--- config.mk ---
export PLATFORM = sky130hd
export DESIGN_NAME = fifo_wm_irq
export DESIGN_NICKNAME = d
export VERILOG_FILES = /design/src/rtl/fifo_irq_pkg.sv /design/src/rtl/fifo_irq_ctrl.sv /design/src/rtl/fifo_irq_datapath.sv /design/src/rtl/fifo_wm_irq.sv
export SDC_FILE = /design/constraint.sdc
export NUM_CORES = 1
export LEC_CHECK = 0
export BUFFER_PORTS_ARGS = -buffer_cell sky130_fd_sc_hd__buf_2
export CAP_MARGIN = 0
export CORE_MARGIN = 5
export CORE_UTILIZATION = 45
export CTS_CLUSTER_DIAMETER = 60
export DETAILED_ROUTE_END_ITERATION = 7
export GPL_ROUTABILITY_DRIVEN = 1
export MAX_ROUTING_LAYER = met4
export PLACE_DENSITY_LB_ADDON = 0.08
export SLEW_MARGIN = 5
export SYNTH_ARGS = -nofsm -noshare
export SYNTH_HDL_FRONTEND = slang
export SYNTH_SLANG_ARGS = --single-unit
--- constraint.sdc ---
create_clock -name clk -period 2.3 [get_ports clk]
set_clock_uncertainty 0.2 [all_clocks]
set_input_delay 0.575 -clock clk [delete_from_list [all_inputs] [get_ports clk]]
set_output_delay 0.575 -clock clk [all_outputs]
set_load 0.02 [all_outputs]
--- src/rtl/fifo_irq_pkg.sv ---
package fifo_irq_pkg;
  localparam int unsigned BUS_AW = 8;
  localparam int unsigned BUS_DW = 32;
  localparam int unsigned IRQ_N  = 7;
  localparam int unsigned BYTE_W = 8;

  localparam logic [BUS_AW-1:0] OFS_FLAGS   = 8'h04;
  localparam logic [BUS_AW-1:0] OFS_MASKSET = 8'h08;
  localparam logic [BUS_AW-1:0] OFS_MASKCLR = 8'h0C;
  localparam logic [BUS_AW-1:0] OFS_MASK    = 8'h10;
  localparam logic [BUS_AW-1:0] OFS_TXWM    = 8'h28;
  localparam logic [BUS_AW-1:0] OFS_RXWM    = 8'h2C;

  localparam int unsigned BIT_RXOVF   = 0;
  localparam int unsigned BIT_TXLOW   = 2;
  localparam int unsigned BIT_TXFULL  = 3;
  localparam int unsigned BIT_RXAVAIL = 4;
  localparam int unsigned BIT_RXFULL  = 5;
  localparam int unsigned BIT_TXUDF   = 6;

  localparam logic [IRQ_N-1:0] IMPL_BITS   = 7'b1111101;
  localparam logic [IRQ_N-1:0] STICKY_BITS = 7'b1000001;

  typedef struct packed {
    logic              clrFlags;
    logic              setMask;
    logic              clrMask;
    logic              ldTxWm;
    logic              ldRxWm;
    logic [BYTE_W-1:0] wdata;
  } regStrobe_t;
endpackage

--- src/rtl/fifo_irq_ctrl.sv ---
module fifo_irq_ctrl
  import fifo_irq_pkg::*;
#(
  parameter int unsigned LVL_W = 6
) (
  input  logic              busWr,
  input  logic [BUS_AW-1:0] busAddr,
  input  logic [BUS_DW-1:0] busWdata,
  input  logic [IRQ_N-1:0]  flagsQ,
  input  logic [IRQ_N-1:0]  maskQ,
  input  logic [LVL_W-1:0]  txWmQ,
  input  logic [LVL_W-1:0]  rxWmQ,
  output regStrobe_t        strobe,
  output logic [BUS_DW-1:0] busRdata
);
  logic unusedHi;
  assign unusedHi = ^busWdata[BUS_DW-1:BYTE_W];

  always_comb begin
    strobe          = '0;
    strobe.wdata    = busWdata[BYTE_W-1:0];
    strobe.clrFlags = busWr && (busAddr == OFS_FLAGS);
    strobe.setMask  = busWr && (busAddr == OFS_MASKSET);
    strobe.clrMask  = busWr && (busAddr == OFS_MASKCLR);
    strobe.ldTxWm   = busWr && (busAddr == OFS_TXWM);
    strobe.ldRxWm   = busWr && (busAddr == OFS_RXWM);
  end

  always_comb begin
    unique case (busAddr)
      OFS_FLAGS: busRdata = BUS_DW'(flagsQ);
      OFS_MASK:  busRdata = BUS_DW'(maskQ);
      OFS_TXWM:  busRdata = BUS_DW'(txWmQ);
      OFS_RXWM:  busRdata = BUS_DW'(rxWmQ);
      default:   busRdata = '0;
    endcase
  end
endmodule

--- src/rtl/fifo_irq_datapath.sv ---
module fifo_irq_datapath
  import fifo_irq_pkg::*;
#(
  parameter int unsigned DEPTH     = 63,
  parameter int unsigned TX_WM_RST = 1,
  parameter int unsigned RX_WM_RST = 32,
  localparam int unsigned LVL_W    = $clog2(DEPTH + 1)
) (
  input  logic             clk,
  input  logic             rstN,
  input  regStrobe_t       strobe,
  input  logic [LVL_W-1:0] txLevel,
  input  logic [LVL_W-1:0] rxLevel,
  input  logic             txPop,
  input  logic             rxPush,
  output logic [IRQ_N-1:0] flagsQ,
  output logic [IRQ_N-1:0] maskQ,
  output logic [LVL_W-1:0] txWmQ,
  output logic [LVL_W-1:0] rxWmQ,
  output logic             irq
);
  localparam logic [LVL_W-1:0] FULL_LVL = LVL_W'(DEPTH);

  logic [IRQ_N-1:0] setVec;
  logic [IRQ_N-1:0] clrVec;
  logic [IRQ_N-1:0] flagsNext;
  logic             unusedWd;

  assign unusedWd = ^strobe.wdata;
  assign clrVec   = strobe.clrFlags ? strobe.wdata[IRQ_N-1:0] : '0;

  always_comb begin
    setVec              = '0;
    setVec[BIT_RXOVF]   = rxPush && (rxLevel == FULL_LVL);
    setVec[BIT_TXLOW]   = txLevel < txWmQ;
    setVec[BIT_TXFULL]  = txLevel == FULL_LVL;
    setVec[BIT_RXAVAIL] = rxLevel >= rxWmQ;
    setVec[BIT_RXFULL]  = rxLevel == FULL_LVL;
    setVec[BIT_TXUDF]   = txPop && (txLevel == '0);
  end

  for (genvar i = 0; i < IRQ_N; i++) begin : g_flag
    if (!IMPL_BITS[i]) begin : g_absent
      assign flagsNext[i] = 1'b0;
    end else if (STICKY_BITS[i]) begin : g_event
      assign flagsNext[i] = setVec[i] | (flagsQ[i] & ~clrVec[i]);
    end else begin : g_level
      assign flagsNext[i] = (setVec[i] | flagsQ[i]) & ~clrVec[i];
    end
  end

  always_ff @(posedge clk or negedge rstN) begin
    if (!rstN) begin
      flagsQ <= '0;
      maskQ  <= '0;
      txWmQ  <= LVL_W'(TX_WM_RST);
      rxWmQ  <= LVL_W'(RX_WM_RST);
    end else begin
      flagsQ <= flagsNext;
      if (strobe.setMask)
        maskQ <= (maskQ | strobe.wdata[IRQ_N-1:0]) & IMPL_BITS;
      else if (strobe.clrMask)
        maskQ <= maskQ & ~strobe.wdata[IRQ_N-1:0];
      if (strobe.ldTxWm) txWmQ <= strobe.wdata[LVL_W-1:0];
      if (strobe.ldRxWm) rxWmQ <= strobe.wdata[LVL_W-1:0];
    end
  end

  assign irq = |(flagsQ & maskQ);

  assert_ovf_set_R3: assert property (@(posedge clk) disable iff (!rstN)
    (rxPush && rxLevel == FULL_LVL) |=> flagsQ[BIT_RXOVF]);
  assert_ovf_sticky_R3: assert property (@(posedge clk) disable iff (!rstN)
    (flagsQ[BIT_RXOVF] && !(strobe.clrFlags && strobe.wdata[BIT_RXOVF]))
      |=> flagsQ[BIT_RXOVF]);
  assert_udf_set_R4: assert property (@(posedge clk) disable iff (!rstN)
    (txPop && txLevel == '0) |=> flagsQ[BIT_TXUDF]);
  assert_txlow_R5: assert property (@(posedge clk) disable iff (!rstN)
    (txLevel < txWmQ && !(strobe.clrFlags && strobe.wdata[BIT_TXLOW]))
      |=> flagsQ[BIT_TXLOW]);
  assert_mask_set_R8: assert property (@(posedge clk) disable iff (!rstN)
    strobe.setMask |=> ((maskQ & $past(strobe.wdata[IRQ_N-1:0] & IMPL_BITS))
      == $past(strobe.wdata[IRQ_N-1:0] & IMPL_BITS)));
  assert_mask_clr_R8: assert property (@(posedge clk) disable iff (!rstN)
    strobe.clrMask |=> ((maskQ & $past(strobe.wdata[IRQ_N-1:0])) == '0));
endmodule

--- src/rtl/fifo_wm_irq.sv ---
module fifo_wm_irq
  import fifo_irq_pkg::*;
#(
  parameter int unsigned DEPTH     = 63,
  parameter int unsigned TX_WM_RST = 1,
  parameter int unsigned RX_WM_RST = 32,
  localparam int unsigned LVL_W    = $clog2(DEPTH + 1)
) (
  input  logic              clk,
  input  logic              rstN,
  input  logic              busWr,
  input  logic [BUS_AW-1:0] busAddr,
  input  logic [BUS_DW-1:0] busWdata,
  output logic [BUS_DW-1:0] busRdata,
  input  logic [LVL_W-1:0]  txLevel,
  input  logic [LVL_W-1:0]  rxLevel,
  input  logic              txPop,
  input  logic              rxPush,
  output logic              irq
);
  regStrobe_t       strobe;
  logic [IRQ_N-1:0] flagsQ;
  logic [IRQ_N-1:0] maskQ;
  logic [LVL_W-1:0] txWmQ;
  logic [LVL_W-1:0] rxWmQ;

  fifo_irq_ctrl #(.LVL_W(LVL_W)) ctrl_i (
    .busWr(busWr), .busAddr(busAddr), .busWdata(busWdata),
    .flagsQ(flagsQ), .maskQ(maskQ), .txWmQ(txWmQ), .rxWmQ(rxWmQ),
    .strobe(strobe), .busRdata(busRdata)
  );

  fifo_irq_datapath #(.DEPTH(DEPTH), .TX_WM_RST(TX_WM_RST),
                      .RX_WM_RST(RX_WM_RST)) dp_i (
    .clk(clk), .rstN(rstN), .strobe(strobe),
    .txLevel(txLevel), .rxLevel(rxLevel), .txPop(txPop), .rxPush(rxPush),
    .flagsQ(flagsQ), .maskQ(maskQ), .txWmQ(txWmQ), .rxWmQ(rxWmQ), .irq(irq)
  );
endmodule

# [Yosys cells after proc, flatten, opt, wreduce, memory -nomap -nowiden]
# Cells that the tools add are included.
[totals] reg_bits=25 output_inout_bits=33
[classes] order_cmp=2 n_eq_ne=8 muxes=4 bitwise=22 reduce_logical=10
[ops] cell="$pmux 7 s4" count=1
[ops] cell="$mux 7" count=3
[ops] cell="$eq 8x4->1 const B" count=2
[ops] cell="$eq 8x6->1 const B" count=2
[ops] cell="$and 7x7->7" count=2
[ops] cell="$eq 6x6->1 const B" count=2
[ops] cell="$eq 8x3->1 const B" count=1
[ops] cell="$eq 8x5->1 const B" count=1
[ops] cell="$logic_and 1x1->1" count=7
[ops] cell="$not 7->7" count=1
[ops] cell="$or 7x7->7" count=1
[ops] cell="$reduce_or 7->1" count=1
[ops] cell="$and 1x1->1" count=6
[ops] cell="$ge 6x6->1" count=1
[ops] cell="$logic_not 6->1" count=1
[ops] cell="$lt 6x6->1" count=1
[ops] cell="$not 1->1" count=6
[ops] cell="$or 1x1->1" count=6
[ops] cell="$reduce_bool 2->1" count=1

# [Depth between registers and ports, before layout]
# Gate-level depths: netlist of run 1.
[depth] ltp_word=6 mapped_depth=6 depth_no_buf=6

# [Modules after synthesis]
# From an unflattened synthesis of run 1, not the netlist that was laid out.
[hier_totals] cells_unflattened=196 area_unflattened_um2=1814.2
[by_module_without_submodules] module="fifo_irq_datapath" instances=1 cells_per_inst=121 area_per_inst_um2=1238.7
[by_module_without_submodules] module="fifo_irq_ctrl" instances=1 cells_per_inst=75 area_per_inst_um2=575.6

# [Worst setup path after synthesis of run 1]
# OpenSTA, ideal clock, no wires.
[synth_timing] path_kind="input-to-output" startpoint="input busAddr[5]" endpoint="output busRdata[1]" t_arrival_ns=1.822 t_required_ns=1.525 path_slack_ns=-0.297 cell_stages=3 n_path_buf=0 path_cell_list="nor3b_1 a221oi_1 a211oi_1"
[synth_between] elab_chain_cells=2 word_cells_on_any_way=5 cone_classes="eq/ne: 4; mux: 1"
[synth_lines] item="from (decl)" line_no="fifo_wm_irq.sv:12" source="input logic [BUS_AW-1:0] busAddr,"
[synth_lines] item="$eq 8x6->1 (tied with other cells)" line_no="fifo_irq_ctrl.sv:30" source="unique case (busAddr)"
[synth_lines] item="$pmux 7 s4 (*)" line_no="fifo_irq_ctrl.sv:30"
[synth_lines] item="to (decl)" line_no="fifo_wm_irq.sv:14" source="output logic [BUS_DW-1:0] busRdata,"
# Mark *: on every way between the ends. The rest lies on a longest branch, timed or not.

# [Worst setup path after layout of run 1]
[layout_timing] startpoint="input busAddr[7]" endpoint="output busRdata[3]"
# The elaborated chain is that of the path after synthesis.

==> flow_metrics.env, run 1 <==
export IMPL_totalPowerFinal_mw=0.974
export IMPL_dr_pass1_iters=4
export IMPL_path_clk_slew_ns=0.09
export IMPL_grt_usage_pct=17.9
export IMPL_num_fill_cells=334
export IMPL_grt_pass1_wl_mm=7.18
export IMPL_synth_cells=180
export IMPL_place_congestion=0.822
export IMPL_worstPathCellList="buf_8 > nor4_4 > and3_4 > a22oi_1 > o21ai_1 > buf_4"
export IMPL_timing_final_crit_share_pct=109
export IMPL_worstMarginPinSlew_ns=0.555
export IMPL_drtIter0Drc=79
export IMPL_hp_class="in -> async"
export IMPL_postCtsHoldBufs=0
export IMPL_core_um2=3720
export IMPL_cts_tree="yes"
export IMPL_violations="setup timing"
export IMPL_cpLargestDelayFamily="simple AND/OR/NAND/NOR gates"
export IMPL_dp_final_hpwl_mm=3.49
export IMPL_synth_top_area_share_pct=33.0
export IMPL_whs_ns=0.0872
export IMPL_synth_top_flop_cell="dfrtp_1"
export IMPL_ys_seq_area_share_pct=36.1
export IMPL_drc=0
export IMPL_max_cap_violations=0
export IMPL_row_count=22
export IMPL_powerDensity_nw_per_um2=443
export IMPL_cts_inserted_buffers=3
export IMPL_crit_fanout=6
export IMPL_arrival_ns=1.73
export IMPL_wl_per_cell_um=15.8
export IMPL_vias=1483
export IMPL_worst_ep_required_time_ns=1.52
export IMPL_grt_max_degree=26
export IMPL_end_kind="output pin"
export IMPL_clk_latency_ns=0.27
export IMPL_n_antenna_cell=0
export IMPL_rsz0062_at_grt="true"
export IMPL_synth_edf_count=0
export IMPL_critPathMaxStageDelay_ns=0.38
export IMPL_final_max_slew_viol_count=0
export IMPL_drtAntennaViolNets=0
export IMPL_place_area_um2=2010
export IMPL_status="complete, but fails checks"
export IMPL_cp_num_buf_inv=2
export IMPL_post_synth_top_area_cell="dfrtp_1"
export IMPL_synthArstFlopShare_pct=100
export IMPL_cts_max_level=1
export IMPL_final_cell_mix="buf_2 (26), conb_1 (25), dfrtp_1 (23), inv_1 (17), buf_4 (17)"
export IMPL_synthDistinctLibCells=36
export IMPL_syn2layout_area_growth_pct=26.2
export IMPL_setup_viol=7
export IMPL_drt_vias_per_instance=5.28
export IMPL_synth_area_leaders="dfrtp_1 (33%), buf_4 (11%), ha_1 (7.9%), mux2_2 (7.8%), a22oi_1 (5.6%)"
export IMPL_postSynthAreaPerCell_um2=9.68
export IMPL_post_cts_repair_setup_buffers=0
export IMPL_layout_cells_non_filler=281
export IMPL_fmax_ghz=0.399
export IMPL_setup_ws_ns=-0.204
export IMPL_maxSlewHeadroom_pct=63.0
export IMPL_total_leakage_power_nw=1.06
export IMPL_grt_pass1_vias=1551
export IMPL_cts_sinks=25
export IMPL_die_x_um=72.2
export IMPL_port_buffers=39
export IMPL_fin_nets=302
export IMPL_overflow=0
export IMPL_yosys_warnings=0
export IMPL_routed_wl_mm=4.43
export IMPL_finalHoldViolCount=0
export IMPL_antenna_found_initial=0
export IMPL_synth_seq_cells=25
export IMPL_pin_count=90
export IMPL_final_common_cell="buf_2"
export IMPL_final_area_um2=2200
export IMPL_setup_tns_final_ns=-1.14
export IMPL_cts_root_buf="clkbuf_8"
export IMPL_start_util_pct=46.9
export IMPL_slowest_stage="nor4_4"
export IMPL_die_y_um=72.2
export IMPL_ir_drop_v=0.000239
export IMPL_startpoint_type="input pin"
export IMPL_post_route_min_period_ns=2.50
export IMPL_clockBufferDepth=2
export IMPL_dieArea_um2=5210
export IMPL_dpl_cell_count=277
export IMPL_drive_above_1_share_pct=37.8
export IMPL_syn_area_um2=1740
export IMPL_worstSetupPathType="in -> out"
## Yosys cell counts (2+ instances only)
cell type  instances
nand2b_1           3
mux2_2            12
mux2i_1            6
ha_1              11
nor2_1             4
nand3_1            2
nand2_1           16
buf_4             26
clkbuf_1           2
nand4_1            3
a31oi_1            2
inv_1             17
a211oi_1           2
and3_1             2
nor4_4             2
and4_1             2
dfrtp_1           23
a22oi_1           13
nor3_1             3
o21ai_0            6
dfstp_2            2
a21oi_1            6
a22o_1             2
## where the power goes
part | total (mW) | switching, mW | internal (mW)
combinational | 0.208 | 0.122 | 0.0865
clock | 0.265 | 0.143 | 0.123
sequential | 0.500 | 0.0292 | 0.471
## per-stage QoR
| stage | setup WS [ns] | utilization (%) |
|---|---|---|
| floorplan | 0.0102 | - |
| global placement | -0.313 | 54.0 |
| detailed placement | -0.349 | 54.0 |
| CTS | -0.204 | 58.7 |
| global route | -0.278 | 59.2 |
| finish | -0.204 | 59.2 |
## final timing paths
check | end | from | slack [ns] | depth (start not counted)
max in group asynchronous | dp_i.txWmQ[0]$_DFFE_PN1P_ | rstN | 1.44 | 1
setup reg to reg | dp_i.flagsQ[4]$_DFF_PN0_ | dp_i.rxWmQ[5]$_DFFE_PN1P_ | 0.53 | 5
setup / recovery | busRdata[3] | busAddr[7] | -0.20 | 6
min in group clk | dp_i.flagsQ[3]$_DFF_PN0_ | busWdata[3] | 0.32 | 2
hold / removal | dp_i.txWmQ[4]$_DFFE_PN0P_ | rstN | 0.09 | 1
hold reg to reg | dp_i.txWmQ[2]$_DFFE_PN0P_ | dp_i.txWmQ[2]$_DFFE_PN0P_ | 0.36 | 1
## metal layers
layer	track usage, %	part of all wire [%]	vias up
li1	-	-	693
met1	21.1	41	718
met2	31.7	50	66
met3	2.63	7.7	6
met4	4.80	0.95	0
met5	-	0	-
## layout make-up
class                   instances  area [um^2]  area share, %
repair buffers                 54          385           17.5
clock buffers                   3         41.3           1.88
inverters                      17         63.8           2.90
flip-flops and latches         25          628           28.6
clock inverters                 1         7.51          0.341
well taps                      48         60.1           2.73
multi-input cells             133         1010           46.0
## logic make-up after synthesis
logic type | Yosys count | share of synthesized area, %
DFF | 25 | 36.1
adders and majority gates | 11 | 7.90
muxes | 18 | 11.2
AOI/OAI and AO/OA | 36 | 14.1
other | 1 | 0.215
buffers and inverters | 46 | 15.6
and+or+nand+nor | 43 | 14.9
## worst reg2reg max path: cells and delay by family (launching register included)
family,cells,cell delay (ns)
adders and majority gates,1,0.30
buffers and inverters,1,0.05
AOI/OAI and AO/OA,3,0.55
DFF,1,0.56
## what timing repair did
action | in CTS | in global routing
resized for setup | 34 | 4
endpoints found under the setup margin | 7 | 7
pin swaps | 8 | 5
(Power assumes the default switching activity.)
==> inputs of run 2 (changes only) <==
--- a/config.mk
+++ b/config.mk
@@ -8,7 +8,7 @@
 export BUFFER_PORTS_ARGS = -buffer_cell sky130_fd_sc_hd__buf_2
 export CAP_MARGIN = 0
 export CORE_MARGIN = 5
-export CORE_UTILIZATION = 45
+export CORE_UTILIZATION = 49
 export CTS_CLUSTER_DIAMETER = 60
 export DETAILED_ROUTE_END_ITERATION = 7
 export GPL_ROUTABILITY_DRIVEN = 1
==> constraint.sdc (replaced) <==
create_clock -name clk -period 3.2 [get_ports clk]
set_clock_uncertainty 0.2 [all_clocks]
set_input_delay 0.8 -clock clk [delete_from_list [all_inputs] [get_ports clk]]
set_output_delay 0.8 -clock clk [all_outputs]
set_load 0.02 [all_outputs]
==> flow_metrics.env, run 2 (synthesized netlist as in run 1, its figures left out) <==
export IMPL_status="completed"
export IMPL_setup_viol=0
export IMPL_ir_drop_v=0.000241
export IMPL_row_count=21
export IMPL_finalHoldViolCount=0
export IMPL_start_util_pct=51.4
export IMPL_grt_pass1_wl_mm=6.69
export IMPL_grt_util_met1_pct=21.6
export IMPL_cts_sinks=25
export IMPL_total_leakage_power_nw=0.968
export IMPL_drtAntennaViolNets=0
export IMPL_dieArea_um2=4850
export IMPL_cts_tree="yes"
export IMPL_final_max_slew_viol_count=0
export IMPL_cts_inserted_buffers=3
export IMPL_worstSetupPathType="in -> out"
export IMPL_worst_ep_required_time_ns=2.20
export IMPL_syn2layout_area_growth_pct=10.6
export IMPL_maxSlewHeadroom_pct=61.4
export IMPL_hp_class="in -> async"
export IMPL_grt_usage_pct=17.3
export IMPL_layout_cells_non_filler=267
export IMPL_final_area_um2=1930
export IMPL_fmax_ghz=0.329
export IMPL_final_cell_mix="buf_2 (39), conb_1 (25), dfrtp_1 (23), inv_1 (17), nand2_1 (16)"
export IMPL_grt_use_met2_pct=29.6
export IMPL_drc=0
export IMPL_place_congestion=0.846
export IMPL_vias=1396
export IMPL_reg2reg_depth=5
export IMPL_routed_wl_mm=4.16
export IMPL_port_buffers=39
export IMPL_slowest_stage="nor4_4"
export IMPL_arrival_ns=2.04
export IMPL_top_usage_layer="met2"
export IMPL_startpoint_type="input pin"
export IMPL_pin_count=90
export IMPL_worstPathCellList="buf_2 > nor4_4 > and3_2 > a22oi_1 > o21ai_0 > buf_2"
export IMPL_clk_latency_ns=0.32
export IMPL_die_x_um=69.6
export IMPL_die_y_um=69.6
export IMPL_fin_nets=290
export IMPL_place_area_um2=1900
export IMPL_rsz0062_at_grt="false"
export IMPL_wl_per_cell_um=15.6
export IMPL_max_cap_violations=0
export IMPL_timing_final_crit_share_pct=95.1
export IMPL_dr_pass1_iters=4
export IMPL_core_um2=3390
export IMPL_n_antenna_cell=0
export IMPL_dp_final_hpwl_mm=3.29
export IMPL_drt_vias_per_instance=5.23
export IMPL_powerDensity_nw_per_um2=329
export IMPL_utilization_pct=56.8
export IMPL_path_clk_slew_ns=0.13
export IMPL_setup_tns_final_ns=0
export IMPL_cts_max_level=1
export IMPL_clockBufferDepth=2
export IMPL_final_common_cell="buf_2"
export IMPL_dpl_cell_count=263
export IMPL_worstMarginPinSlew_ns=0.579
export IMPL_post_route_min_period_ns=3.04
export IMPL_grt_max_degree=26
export IMPL_crit_top_cell="buf_2"
export IMPL_cts_root_buf="clkbuf_4"
export IMPL_gr_usage_met3_pct=4.64
export IMPL_drive_above_1_share_pct=28.5
export IMPL_overflow=0
export IMPL_r2r_setup_slack_ns=1.45
export IMPL_antenna_found_initial=0
export IMPL_grt_pass1_vias=1416
export IMPL_crit_fanout=6
export IMPL_drtIter0Drc=91
export IMPL_end_kind="output pin"
export IMPL_critPathMaxStageDelay_ns=0.35
run 2: cell types whose count changed in the layout (fill, tap and decap cells not counted), sizes merged:
cell and delta:
clkbuf +1, buf -12, clkinvlp -1
run 2: metal layers:
layer / vias to the layer above / part of all wire [%]
met5: - / 0
met4: 0 / 0.096
met3: 2 / 6.9
met2: 54 / 50
met1: 668 / 43
li1: 672 / -
run 2: where the power goes:
group / internal, mW / switching [mW] / leakage, nW / total, mW
registers: 0.338 / 0.0197 / 0.292 / 0.358
logic: 0.0493 / 0.0820 / 0.661 / 0.131
clock network: 0.0489 / 0.0952 / 0.0150 / 0.144
total: 0.437 / 0.197 / 0.968 / 0.633
run 2: worst paths after layout:
path	from	to
min	rstN	dp_i.rxWmQ[1]$_DFFE_PN0P_
min reg2reg	dp_i.maskQ[1]$_DFFE_PN0P_	dp_i.maskQ[1]$_DFFE_PN0P_
min in group clk	dp_i.maskQ[1]$_DFFE_PN0P_	dp_i.maskQ[1]$_DFFE_PN0P_
max in group asynchronous	rstN	dp_i.rxWmQ[5]$_DFFE_PN1P_
max	busAddr[7]	busRdata[4]
max reg2reg	dp_i.rxWmQ[5]$_DFFE_PN1P_	dp_i.flagsQ[4]$_DFF_PN0_
run 2: layout make-up:
cell class | count | area [um^2]
inverter | 17 | 63.8
multi-input combinational | 133 | 933
fill | 330 | 1460
sequential | 25 | 628
clock buffer | 4 | 26.3
timing repair buffer | 42 | 218
tap | 46 | 57.6
run 2: through the flow:
step           total power, mW  hold WS, ns  setup slack (ns)
4_1_cts                  0.640        0.263            0.0910
6_report                 0.633        0.252             0.157
5_1_grt                  0.668        0.284            0.0213
3_5_place_dp             0.494        0.319            0.0972
2_1_floorplan            0.462        0.288             0.153
3_3_place_gp             0.488        0.314             0.132
run 2: critical path: cells and delay by family:
kind / cells / cell delay, ns
and+or+nand+nor: 2 / 0.69
buffers and inverters: 2 / 0.32
AOI/OAI and AO/OA: 2 / 0.22
run 2: what timing repair did:
action                                  4_1_cts  5_1_grt
buffers inserted                              0        0
endpoints found under the setup margin        0        3
hold buffers                                  0        0
resized for setup                             0        1
